[config.mk]
export PLATFORM = sky130hd
export DESIGN_NAME = pwm_evt_gen
export DESIGN_NICKNAME = d
export VERILOG_FILES = /design/src/rtl/pwm_evt_pkg.sv /design/src/rtl/pwm_evt_regs.sv /design/src/rtl/pwm_evt_divider.sv /design/src/rtl/pwm_evt_counter.sv /design/src/rtl/pwm_evt_match.sv /design/src/rtl/pwm_evt_outreg.sv /design/src/rtl/pwm_evt_gen.sv
export SDC_FILE = /design/constraint.sdc
export NUM_CORES = 1
export LEC_CHECK = 0
export CELL_PAD_IN_SITES_DETAIL_PLACEMENT = 0
export CELL_PAD_IN_SITES_GLOBAL_PLACEMENT = 1
export CORE_MARGIN = 10
export CORE_UTILIZATION = 45
export CTS_CLUSTER_SIZE = 24
export DETAILED_ROUTE_END_ITERATION = 16
export PLACE_DENSITY_LB_ADDON = 0.1
export SYNTH_ARGS = -nofsm -noshare
export SYNTH_HDL_FRONTEND = slang
export SYNTH_SLANG_ARGS = --single-unit
[constraint.sdc]
create_clock -name clk -period 7.89 [get_ports clk]
set_input_delay 1.9725 -clock clk [delete_from_list [all_inputs] [get_ports clk]]
set_output_delay 1.9725 -clock clk [all_outputs]
set_load 0.01 [all_outputs]
[src/rtl/pwm_evt_pkg.sv]
package pwm_evt_pkg;

   typedef enum logic [1:0] {
      SEL_PERIOD = 2'd0,
      SEL_WIDTH  = 2'd1,
      SEL_DIV    = 2'd2,
      SEL_CTRL   = 2'd3
   } reg_sel_e;

   // bit 0 run, bit 1 triangle shape, bit 2 idle level
   typedef struct packed {
      logic idle_lvl;
      logic tri_mode;
      logic run;
   } ctrl_t;

   typedef enum logic {
      DIR_UP   = 1'b0,
      DIR_DOWN = 1'b1
   } cnt_dir_e;

   localparam int CTRL_BITS = $bits(ctrl_t);

endpackage

[src/rtl/pwm_evt_regs.sv]
module pwm_evt_regs
   import pwm_evt_pkg::*;
#(
   parameter int CNT_W  = 16,
   parameter int DIV_W  = 8,
   parameter int DATA_W = 16
) (
   input  logic              clk,
   input  logic              rst_n,
   input  logic              wr_en,
   input  logic [1:0]        wr_addr,
   input  logic [DATA_W-1:0] wr_data,
   input  logic              boundary,
   output logic [CNT_W-1:0]  act_period,
   output logic [CNT_W-1:0]  act_width,
   output logic [DIV_W-1:0]  div_val,
   output ctrl_t             ctrl
);

   logic [CNT_W-1:0] hold_period, hold_width;
   logic             wr_per, wr_wid, wr_div, wr_ctl;
   logic             upd;

   assign wr_per = wr_en && (reg_sel_e'(wr_addr) == SEL_PERIOD);
   assign wr_wid = wr_en && (reg_sel_e'(wr_addr) == SEL_WIDTH);
   assign wr_div = wr_en && (reg_sel_e'(wr_addr) == SEL_DIV);
   assign wr_ctl = wr_en && (reg_sel_e'(wr_addr) == SEL_CTRL);

   // working copies follow the holding copies while stopped or at a wrap
   assign upd = boundary || !ctrl.run;

   always_ff @(posedge clk or negedge rst_n) begin
      if (!rst_n) begin
         hold_period <= CNT_W'(2);
         hold_width  <= '0;
         act_period  <= CNT_W'(2);
         act_width   <= '0;
         div_val     <= '0;
         ctrl        <= '0;
      end else begin
         if (wr_per) hold_period <= wr_data[CNT_W-1:0];
         if (wr_wid) hold_width  <= wr_data[CNT_W-1:0];
         if (wr_div) div_val     <= wr_data[DIV_W-1:0];
         if (wr_ctl) ctrl        <= ctrl_t'(wr_data[CTRL_BITS-1:0]);
         if (upd) begin
            act_period <= wr_per ? wr_data[CNT_W-1:0] : hold_period;
            act_width  <= wr_wid ? wr_data[CNT_W-1:0] : hold_width;
         end
      end
   end

endmodule

[src/rtl/pwm_evt_divider.sv]
module pwm_evt_divider #(
   parameter int DIV_W   = 8,
   parameter bit USE_DIV = 1'b1
) (
   input  logic             clk,
   input  logic             rst_n,
   input  logic             run,
   input  logic [DIV_W-1:0] div_val,
   output logic             tick
);

   generate
      if (USE_DIV) begin : g_div
         logic [DIV_W-1:0] pre_q;
         logic             hit;

         assign hit  = (pre_q >= div_val);
         assign tick = run && hit;

         always_ff @(posedge clk or negedge rst_n) begin
            if (!rst_n)       pre_q <= '0;
            else if (!run)    pre_q <= '0;
            else if (hit)     pre_q <= '0;
            else              pre_q <= pre_q + 1'b1;
         end
      end else begin : g_nodiv
         logic unused_ok;
         assign unused_ok = clk ^ rst_n ^ (^div_val);
         assign tick      = run;
      end
   endgenerate

endmodule

[src/rtl/pwm_evt_counter.sv]
module pwm_evt_counter
   import pwm_evt_pkg::*;
#(
   parameter int CNT_W = 16
) (
   input  logic             clk,
   input  logic             rst_n,
   input  logic             run,
   input  logic             tri_mode,
   input  logic             tick,
   input  logic [CNT_W-1:0] per_eff,
   output logic [CNT_W-1:0] cnt,
   output cnt_dir_e         dir,
   output logic             wrap
);

   logic [CNT_W-1:0] per_m1;
   logic             saw_last, tri_last, tri_peak;

   assign per_m1   = per_eff - 1'b1;
   assign saw_last = (cnt >= per_m1);
   assign tri_peak = (dir == DIR_UP) && (cnt >= per_m1);
   assign tri_last = (dir == DIR_DOWN) && (cnt <= CNT_W'(1));
   assign wrap     = tick && (tri_mode ? tri_last : saw_last);

   always_ff @(posedge clk or negedge rst_n) begin
      if (!rst_n) begin
         cnt <= '0;
         dir <= DIR_UP;
      end else if (!run) begin
         cnt <= '0;
         dir <= DIR_UP;
      end else if (tick) begin
         if (!tri_mode) begin
            dir <= DIR_UP;
            cnt <= saw_last ? '0 : cnt + 1'b1;
         end else if (tri_last) begin
            cnt <= '0;
            dir <= DIR_UP;
         end else if (tri_peak) begin
            cnt <= cnt + 1'b1;
            dir <= DIR_DOWN;
         end else if (dir == DIR_UP) begin
            cnt <= cnt + 1'b1;
         end else begin
            cnt <= cnt - 1'b1;
         end
      end
   end

endmodule

[src/rtl/pwm_evt_match.sv]
module pwm_evt_match
   import pwm_evt_pkg::*;
#(
   parameter int CNT_W = 16
) (
   input  logic             tri_mode,
   input  logic [CNT_W-1:0] per_eff,
   input  logic [CNT_W-1:0] width,
   input  logic [CNT_W-1:0] cnt,
   input  cnt_dir_e         dir,
   output logic             set_ev,
   output logic             clr_ev
);

   logic             at_zero, w_zero, w_over, w_full;
   logic [CNT_W-1:0] mid_cmp;

   assign at_zero = (cnt == '0);
   assign w_zero  = (width == '0);
   assign w_over  = (width > per_eff);
   assign w_full  = (width >= per_eff);
   assign mid_cmp = per_eff - width;

   always_comb begin
      set_ev = 1'b0;
      clr_ev = 1'b0;
      if (!tri_mode) begin
         // unreachable widths lose their set event and clear at the wrap
         set_ev = at_zero && !w_zero && !w_over;
         clr_ev = (cnt == width) || (at_zero && w_over);
      end else if (w_full) begin
         set_ev = (dir == DIR_UP) && at_zero;
      end else begin
         set_ev = (dir == DIR_UP)   && (cnt == mid_cmp);
         clr_ev = (dir == DIR_DOWN) && (cnt == mid_cmp);
      end
   end

endmodule

[src/rtl/pwm_evt_outreg.sv]
module pwm_evt_outreg (
   input  logic clk,
   input  logic rst_n,
   input  logic run,
   input  logic idle_lvl,
   input  logic tick,
   input  logic set_ev,
   input  logic clr_ev,
   output logic pwm_out
);

   always_ff @(posedge clk or negedge rst_n) begin
      if (!rst_n)              pwm_out <= 1'b0;
      else if (!run)           pwm_out <= idle_lvl;
      else if (tick && clr_ev) pwm_out <= 1'b0;
      else if (tick && set_ev) pwm_out <= 1'b1;
   end

endmodule

[src/rtl/pwm_evt_gen.sv]
module pwm_evt_gen
   import pwm_evt_pkg::*;
#(
   parameter int CNT_W   = 16,
   parameter int DIV_W   = 8,
   parameter int DATA_W  = 16,
   parameter bit USE_DIV = 1'b1
) (
   input  logic              clk,
   input  logic              rst_n,
   input  logic              wr_en,
   input  logic [1:0]        wr_addr,
   input  logic [DATA_W-1:0] wr_data,
   output logic              pwm_out
);

   generate
      if (CNT_W < 2)         begin : g_bad_cnt  $error("CNT_W must be at least 2");        end
      if (DIV_W < 1)         begin : g_bad_div  $error("DIV_W must be at least 1");        end
      if (DATA_W < CNT_W)    begin : g_bad_dw   $error("DATA_W must cover CNT_W");         end
      if (DATA_W < DIV_W)    begin : g_bad_dw2  $error("DATA_W must cover DIV_W");         end
      if (DATA_W < CTRL_BITS) begin : g_bad_dw3 $error("DATA_W must cover control bits");  end
   endgenerate

   logic [CNT_W-1:0] act_period, act_width, per_eff, cnt;
   logic [DIV_W-1:0] div_val;
   ctrl_t            ctrl;
   cnt_dir_e         dir;
   logic             tick, wrap, set_ev, clr_ev;
   logic             run_w, tri_w, idle_w;

   assign run_w   = ctrl.run;
   assign tri_w   = ctrl.tri_mode;
   assign idle_w  = ctrl.idle_lvl;
   assign per_eff = (act_period == '0) ? CNT_W'(1) : act_period;

   pwm_evt_regs #(.CNT_W(CNT_W), .DIV_W(DIV_W), .DATA_W(DATA_W)) u_regs (
      .clk(clk), .rst_n(rst_n), .wr_en(wr_en), .wr_addr(wr_addr), .wr_data(wr_data),
      .boundary(wrap), .act_period(act_period), .act_width(act_width),
      .div_val(div_val), .ctrl(ctrl)
   );

   pwm_evt_divider #(.DIV_W(DIV_W), .USE_DIV(USE_DIV)) u_div (
      .clk(clk), .rst_n(rst_n), .run(run_w), .div_val(div_val), .tick(tick)
   );

   pwm_evt_counter #(.CNT_W(CNT_W)) u_cnt (
      .clk(clk), .rst_n(rst_n), .run(run_w), .tri_mode(tri_w), .tick(tick),
      .per_eff(per_eff), .cnt(cnt), .dir(dir), .wrap(wrap)
   );

   pwm_evt_match #(.CNT_W(CNT_W)) u_match (
      .tri_mode(tri_w), .per_eff(per_eff), .width(act_width), .cnt(cnt), .dir(dir),
      .set_ev(set_ev), .clr_ev(clr_ev)
   );

   pwm_evt_outreg u_out (
      .clk(clk), .rst_n(rst_n), .run(run_w), .idle_lvl(idle_w), .tick(tick),
      .set_ev(set_ev), .clr_ev(clr_ev), .pwm_out(pwm_out)
   );

endmodule

# Word level (Yosys, flattened, before mapping)

Cells that the tools add are included.

$add $sub $neg: 5
Multiply operators: 0
Divide/modulo/power cells: 0
$lt $le $gt $ge: 5
Equality and inequality tests: 8
Shifts and indexed selects: 0
Muxes and demuxes: 25
Bitwise logic cells: 1
Reductions and logical operators: 26

Operators by type and width:

| operator              | number |
|---|---|
| $mux 16               | 10 |
| $logic_not 16->1      | 3 |
| $eq 16x16->1          | 2 |
| $ge 16x16->1          | 2 |
| $sub 16x1->16 const B | 2 |
| $add 16x1->16 const B | 1 |
| $gt 16x16->1          | 1 |
| $le 16x1->1 const B   | 1 |
| $logic_and 1x1->1     | 16 |
| $mux 8                | 2 |
| $sub 16x16->16        | 1 |
| $mux 1                | 13 |
| $add 8x1->8 const B   | 1 |
| $ge 8x8->1            | 1 |
| $eq 2x2->1 const B    | 2 |
| $ne 4x2->1 const B    | 1 |
| $logic_not 1->1       | 3 |
| $ne 3x1->1 const B    | 1 |
| $eq 2x1->1 const B    | 1 |
| $logic_not 2->1       | 1 |
| $logic_or 1x1->1      | 2 |
| $ne 2x1->1 const B    | 1 |
| $reduce_and 2->1      | 1 |
| $not 1->1             | 1 |

Register bits: 101
Latch bits: 0
Bits in writable memories: 0
Bits in read-only memories: 0
Bits of input ports: 21
Output and inout port bits: 1
Memories kept: 0

# Longest topological paths before layout

Depth after elaboration: 11
Mapped depth: 21
Mapped depth without buffers: 20

# Modules after synthesis

From an unflattened synthesis, not the netlist that was laid out.

Cells, all modules: 869
Area, all modules: 7,347.0 µm²

By module, submodules not included:

| module          | instances | cells each | area each (µm²) | seq. area each (µm²) |
|---|---|---|---|---|
| pwm_evt_regs    | 1         | 266        | 2,800.2         | 1,879.3 |
| pwm_evt_counter | 1         | 308        | 2,344.7         | 425.4 |
| pwm_evt_match   | 1         | 212        | 1,490.2         | 0.0 |
| pwm_evt_divider | 1         | 58         | 571.8           | 200.2 |
| pwm_evt_gen     | 1         | 20         | 90.1            | 0.0 |
| pwm_evt_outreg  | 1         | 5          | 50.0            | 25.0 |

# Least setup slack after synthesis

Ideal clock, no wire load.

Path type: register -> register
Start: register u_regs.act_period[10]
End: register u_out.pwm_out
Arrival time: 4.487 ns
Setup slack: 3.265 ns
Cell stages (with the launch flop): 16
Clock period less this slack: 4.625 ns
Cells stage by stage: dfrtp_1 or3_1 or3_1 or3_1 nor3_1 a31oi_1 ha_1 fa_1 xnor2_1 nor2_1 o2111ai_1 or4_1 nor4_1 or4b_1 a2111oi_1 a211oi_1

Cells in the longest elaborated chain, start to end: 10
Elaborated cells on any way between the ends: 21
Those cells by class: add/sub (1); order compare (2); eq/ne (2); mux (7); reduce/logical (9)

RTL lines:

| element                  | line                                     | source |
|---|---|---|
| start: declaration       | pwm_evt_regs.sv:14                       | `output logic [CNT_W-1:0] act_period,` |
| start signal: assignment | pwm_evt_regs.sv:46                       | `act_period <= wr_per ? wr_data[CNT_W-1:0] : hold_period;` |
| $logic_not 16->1         | pwm_evt_gen.sv:35                        | `assign per_eff = (act_period == '0) ? CNT_W'(1) : act_period;` |
| $mux 16 (*)              | pwm_evt_gen.sv:35                        |  |
| $sub 16x16->16           | pwm_evt_match.sv:22                      | `assign mid_cmp = per_eff - width;` |
| $eq 16x16->1             | pwm_evt_match.sv:34, pwm_evt_match.sv:35 |  |
| $logic_and 1x1->1        | pwm_evt_match.sv:35                      | `clr_ev = (dir == DIR_DOWN) && (cnt == mid_cmp);` |
| $mux 1                   | pwm_evt_match.sv:31                      | `end else if (w_full) begin` |
| $mux 1                   | pwm_evt_match.sv:27                      | `if (!tri_mode) begin` |
| $logic_and 1x1->1        | pwm_evt_outreg.sv:15                     | `else if (tick && clr_ev) pwm_out <= 1'b0;` |
| $mux 1                   | pwm_evt_outreg.sv:15                     |  |
| $mux 1                   | pwm_evt_outreg.sv:14                     | `else if (!run) pwm_out <= idle_lvl;` |
| end signal: assignment   | pwm_evt_outreg.sv:14                     |  |
| end: declaration         | pwm_evt_outreg.sv:9                      | `output logic pwm_out` |

Every way passes the cells marked *; elsewhere a longest branch is shown, timed or not.
A chain may end at the register's enable or synchronous reset.

# Worst setup path in the final report

Start: register u_regs.act_period[10]
End: register u_regs.act_width[15]

Cells in the longest elaborated chain, start to end: 7

RTL lines:

| element                | line                  | source |
|---|---|---|
| $logic_not 16->1       | pwm_evt_gen.sv:35     |  |
| $mux 16 (*)            | pwm_evt_gen.sv:35     |  |
| $sub 16x1->16 (*)      | pwm_evt_counter.sv:20 | `assign per_m1 = per_eff - 1'b1;` |
| $ge 16x16->1 (*)       | pwm_evt_counter.sv:21 | `assign saw_last = (cnt >= per_m1);` |
| $mux 1 (*)             | pwm_evt_counter.sv:24 | `assign wrap = tick && (tri_mode ? tri_last : saw_last);` |
| $logic_and 1x1->1 (*)  | pwm_evt_counter.sv:24 |  |
| $logic_or 1x1->1 (*)   | pwm_evt_regs.sv:30    | `assign upd = boundary \|\| !ctrl.run;` |
| end signal: assignment | pwm_evt_regs.sv:47    | `act_width <= wr_wid ? wr_data[CNT_W-1:0] : hold_width;` |
| end: declaration       | pwm_evt_regs.sv:15    | `output logic [CNT_W-1:0] act_width,` |

Marked as above.

==> results.toml <==
[clocking]
cts.path.max_buffers = 2
numCtsBuffers = 9
cts_resized = 0
cts_hold_buf = 0
path_clk_slew_ps = 70
post_cts_buffers = 0
htree_levels = 3
cts_tree = "built"
insertion_delay_ps = 350
cts_sinks = 101
cts-root-buf = "clkbuf_16"

[global_route]
track_usage = 0.185
grt_pass1_wl_um = 31900
grt_pass1_vias = 5707
grt_max_degree = 82
antenna_found_initial = 0
grt_remaining_overflow = 0

[timing]
min_period_ps = 5320
slew_headroom = 0.339
slew_violations = 0
rsz0062_at_grt = "no"
setup_viol = 0
final.period_utilization = 0.675
finalSetupTns_ps = 0
fmax_mhz = 188
hold_viol = 0
tightestPinTransition_ps = 992
clock_skew_ps = 7.60

[placement]
place_hpwl_um = 14500
dp_cells = 930
gp_routability_congestion = 0.930
dpl-instance-area_sq_um = 7360
portBuffers = 21

[detailed_routing]
detail-route-antenna-nets = 0
via_per_inst = 5.98
firstDrtPassIters = 5
wl_um = 19500
avgRoutedWirePerCell_um = 20.6
vias = 5655
drc = 0
drtIter0Drc = 483

[layout]
nNetsFinal = 797
final_cell_mix = "dfrtp_1 (99), nor2_1 (52), mux2_2 (52), nand2_1 (48)"
nFillCells = 1464
drive_gt1_frac = 0.122
stdcell_area_sq_um = 7680
instances_no_fill = 946
antenna_cells = 0
area_growth_pct = 8.76
final_util = 0.501
layout_commonest_cell = "dfrtp_1"

[critical_path]
cp_max_fo = 32
setup.worst_path.start_class = "flop"
crit_arrival_ps = 5550
r2r_slack_ps = 2570
crit_type = "flop to flop"
end_kind = "flop"
cp.required_ps = 8110

[yosys]
synth_warnings = 0
synthesis.area_sq_um = 7060
synth_ff_type = "dfrtp_1"
synth_edf_count = 0
netlist_instances = 745
syn_nets = 812
synth_cell_type_count = 77
ys_seq_area_frac = 0.358
async_flop_share = 1.00
synth-seq-cells = 101
synth_area_per_cell_sq_um = 9.48

[worst_hold_path]
hp-class = "flop to flop"

[die]
die_area_sq_um = 21100
core_sq_um = 15300
io_pins = 22
rows = 45
start_util = 0.461
die_w_um = 145
die_y_um = 145

[power]
p_leak_nw = 3.16
power_density_nw_per_um2 = 313
max-vdd-ir-drop_mv = 0.188
total_power_mw = 2.40

[run_status]
status = "finished clean"

[flow_run]
cap_violations = 0
[logic make-up after synthesis]
logic type,count (synthesis),synth area share
xor gates and xnor gates,60,0.0775
AOI/OAI and AO/OA,166,0.163
buffers and inverters,89,0.0509
adders and majority gates,46,0.0826
muxes,76,0.121
DFF,101,0.358
and+or+nand+nor,207,0.146
[report_power, final]
part           switching (mW)  internal (mW)
sequential              0.150          0.628
clock                   0.209          0.261
combinational           0.664          0.493
total                    1.02           1.38
[cells in the mapped netlist, types with 5 or more instances]
library cell  instances  area, sq um
nand2b_1              8         50.1
nand3_1              19         95.1
o22ai_1               9         56.3
buf_2                 9         45.0
o221ai_1              5         43.8
nor4_1               10         62.6
nor2_1               52          195
nor3_1               15         75.1
a21oi_1              32          160
nor2b_1               5         31.3
a21o_1                9         67.6
a22oi_1               5         37.5
nand2_1              48          180
a211oi_1              8         60.1
o21ai_0              32          160
or3_1                14         87.6
mux2_2               52          586
xnor2_1              45          394
mux2_1               23          259
or4_1                 5         37.5
nand4_1              14         87.6
o21a_1                8         60.1
dfrtp_1              99         2480
xor2_1               13          114
a31oi_1               7         43.8
clkbuf_1             37          139
inv_1                37          139
ha_1                 45          563
[registers in the layout (all words and copies together) (netlist names)]
| register | cells |
|---|---|
| u_regs.hold_period | 16 |
| u_out.pwm_out | 1 |
| u_regs.ctrl | 3 |
| u_regs.hold_width | 16 |
| u_div.g_div.pre_q | 8 |
| u_regs.div_val | 8 |
| u_regs.act_period | 16 |
| u_cnt.cnt | 16 |
| u_cnt.dir | 1 |
| u_regs.act_width | 16 |
[area by class of cell]
cell class | count | area [sq um] | area share
clock inverters | 6 | 76.3 | 0.00994
flip-flops and latches | 101 | 2530 | 0.330
clock buffers | 10 | 239 | 0.0311
repair buffers | 26 | 245 | 0.0319
well taps | 211 | 264 | 0.0344
multi-input cells | 555 | 4180 | 0.545
inverters | 37 | 139 | 0.0181
[path summary, 6_finish.rpt]
path / start / endpoint / depth (start not counted)
max in group asynchronous: rst_n / u_regs.hold_period[5] / 2
worst max-delay path: u_regs.act_period[10] / u_regs.act_width[15] / 20
worst max register to register: u_regs.act_period[10] / u_regs.act_width[15] / 20
min in group asynchronous: rst_n / u_div.g_div.pre_q[3] / 1
worst min-delay path: u_regs.hold_width[8] / u_regs.hold_width[8] / 1
worst min register to register: u_regs.hold_width[8] / u_regs.hold_width[8] / 1
[critical path, stage by stage, from the launching register on]
cell and delay [ps]:
dfrtp_1 430, or3_1 390, or3_1 350, or3_1 340, nor3_1 320, a31oi_1 210, ha_1 250, nand2_1 160
nor2_1 100, nand2_1 100, nor3_1 60, xnor2_1 130, ha_1 180, a21o_1 150, a21o_1 180, a21oi_1 130
o21ai_0 220, nor3_2 690, o31ai_4 120, buf_4 290, mux2_1 370
[per-layer routing]
metal | up-vias | global-route usage | routed length [um]
met5 | - | 0 | 0
met2 | 123 | 0.316 | 9700
met3 | 17 | 0.0283 | 709
met1 | 2838 | 0.241 | 8860
met4 | 0 | 0.0384 | 240
li1 | 2677 | - | -
[stage by stage]
step	worst slack (ps)	hold WS [ps]
after detailed placement	2620	482
final	2570	496
after floorplan	3270	467
after CTS	2600	499
after global routing	2250	510
after global placement	2730	476
Note: power is estimated with default switching activity, not from simulation.
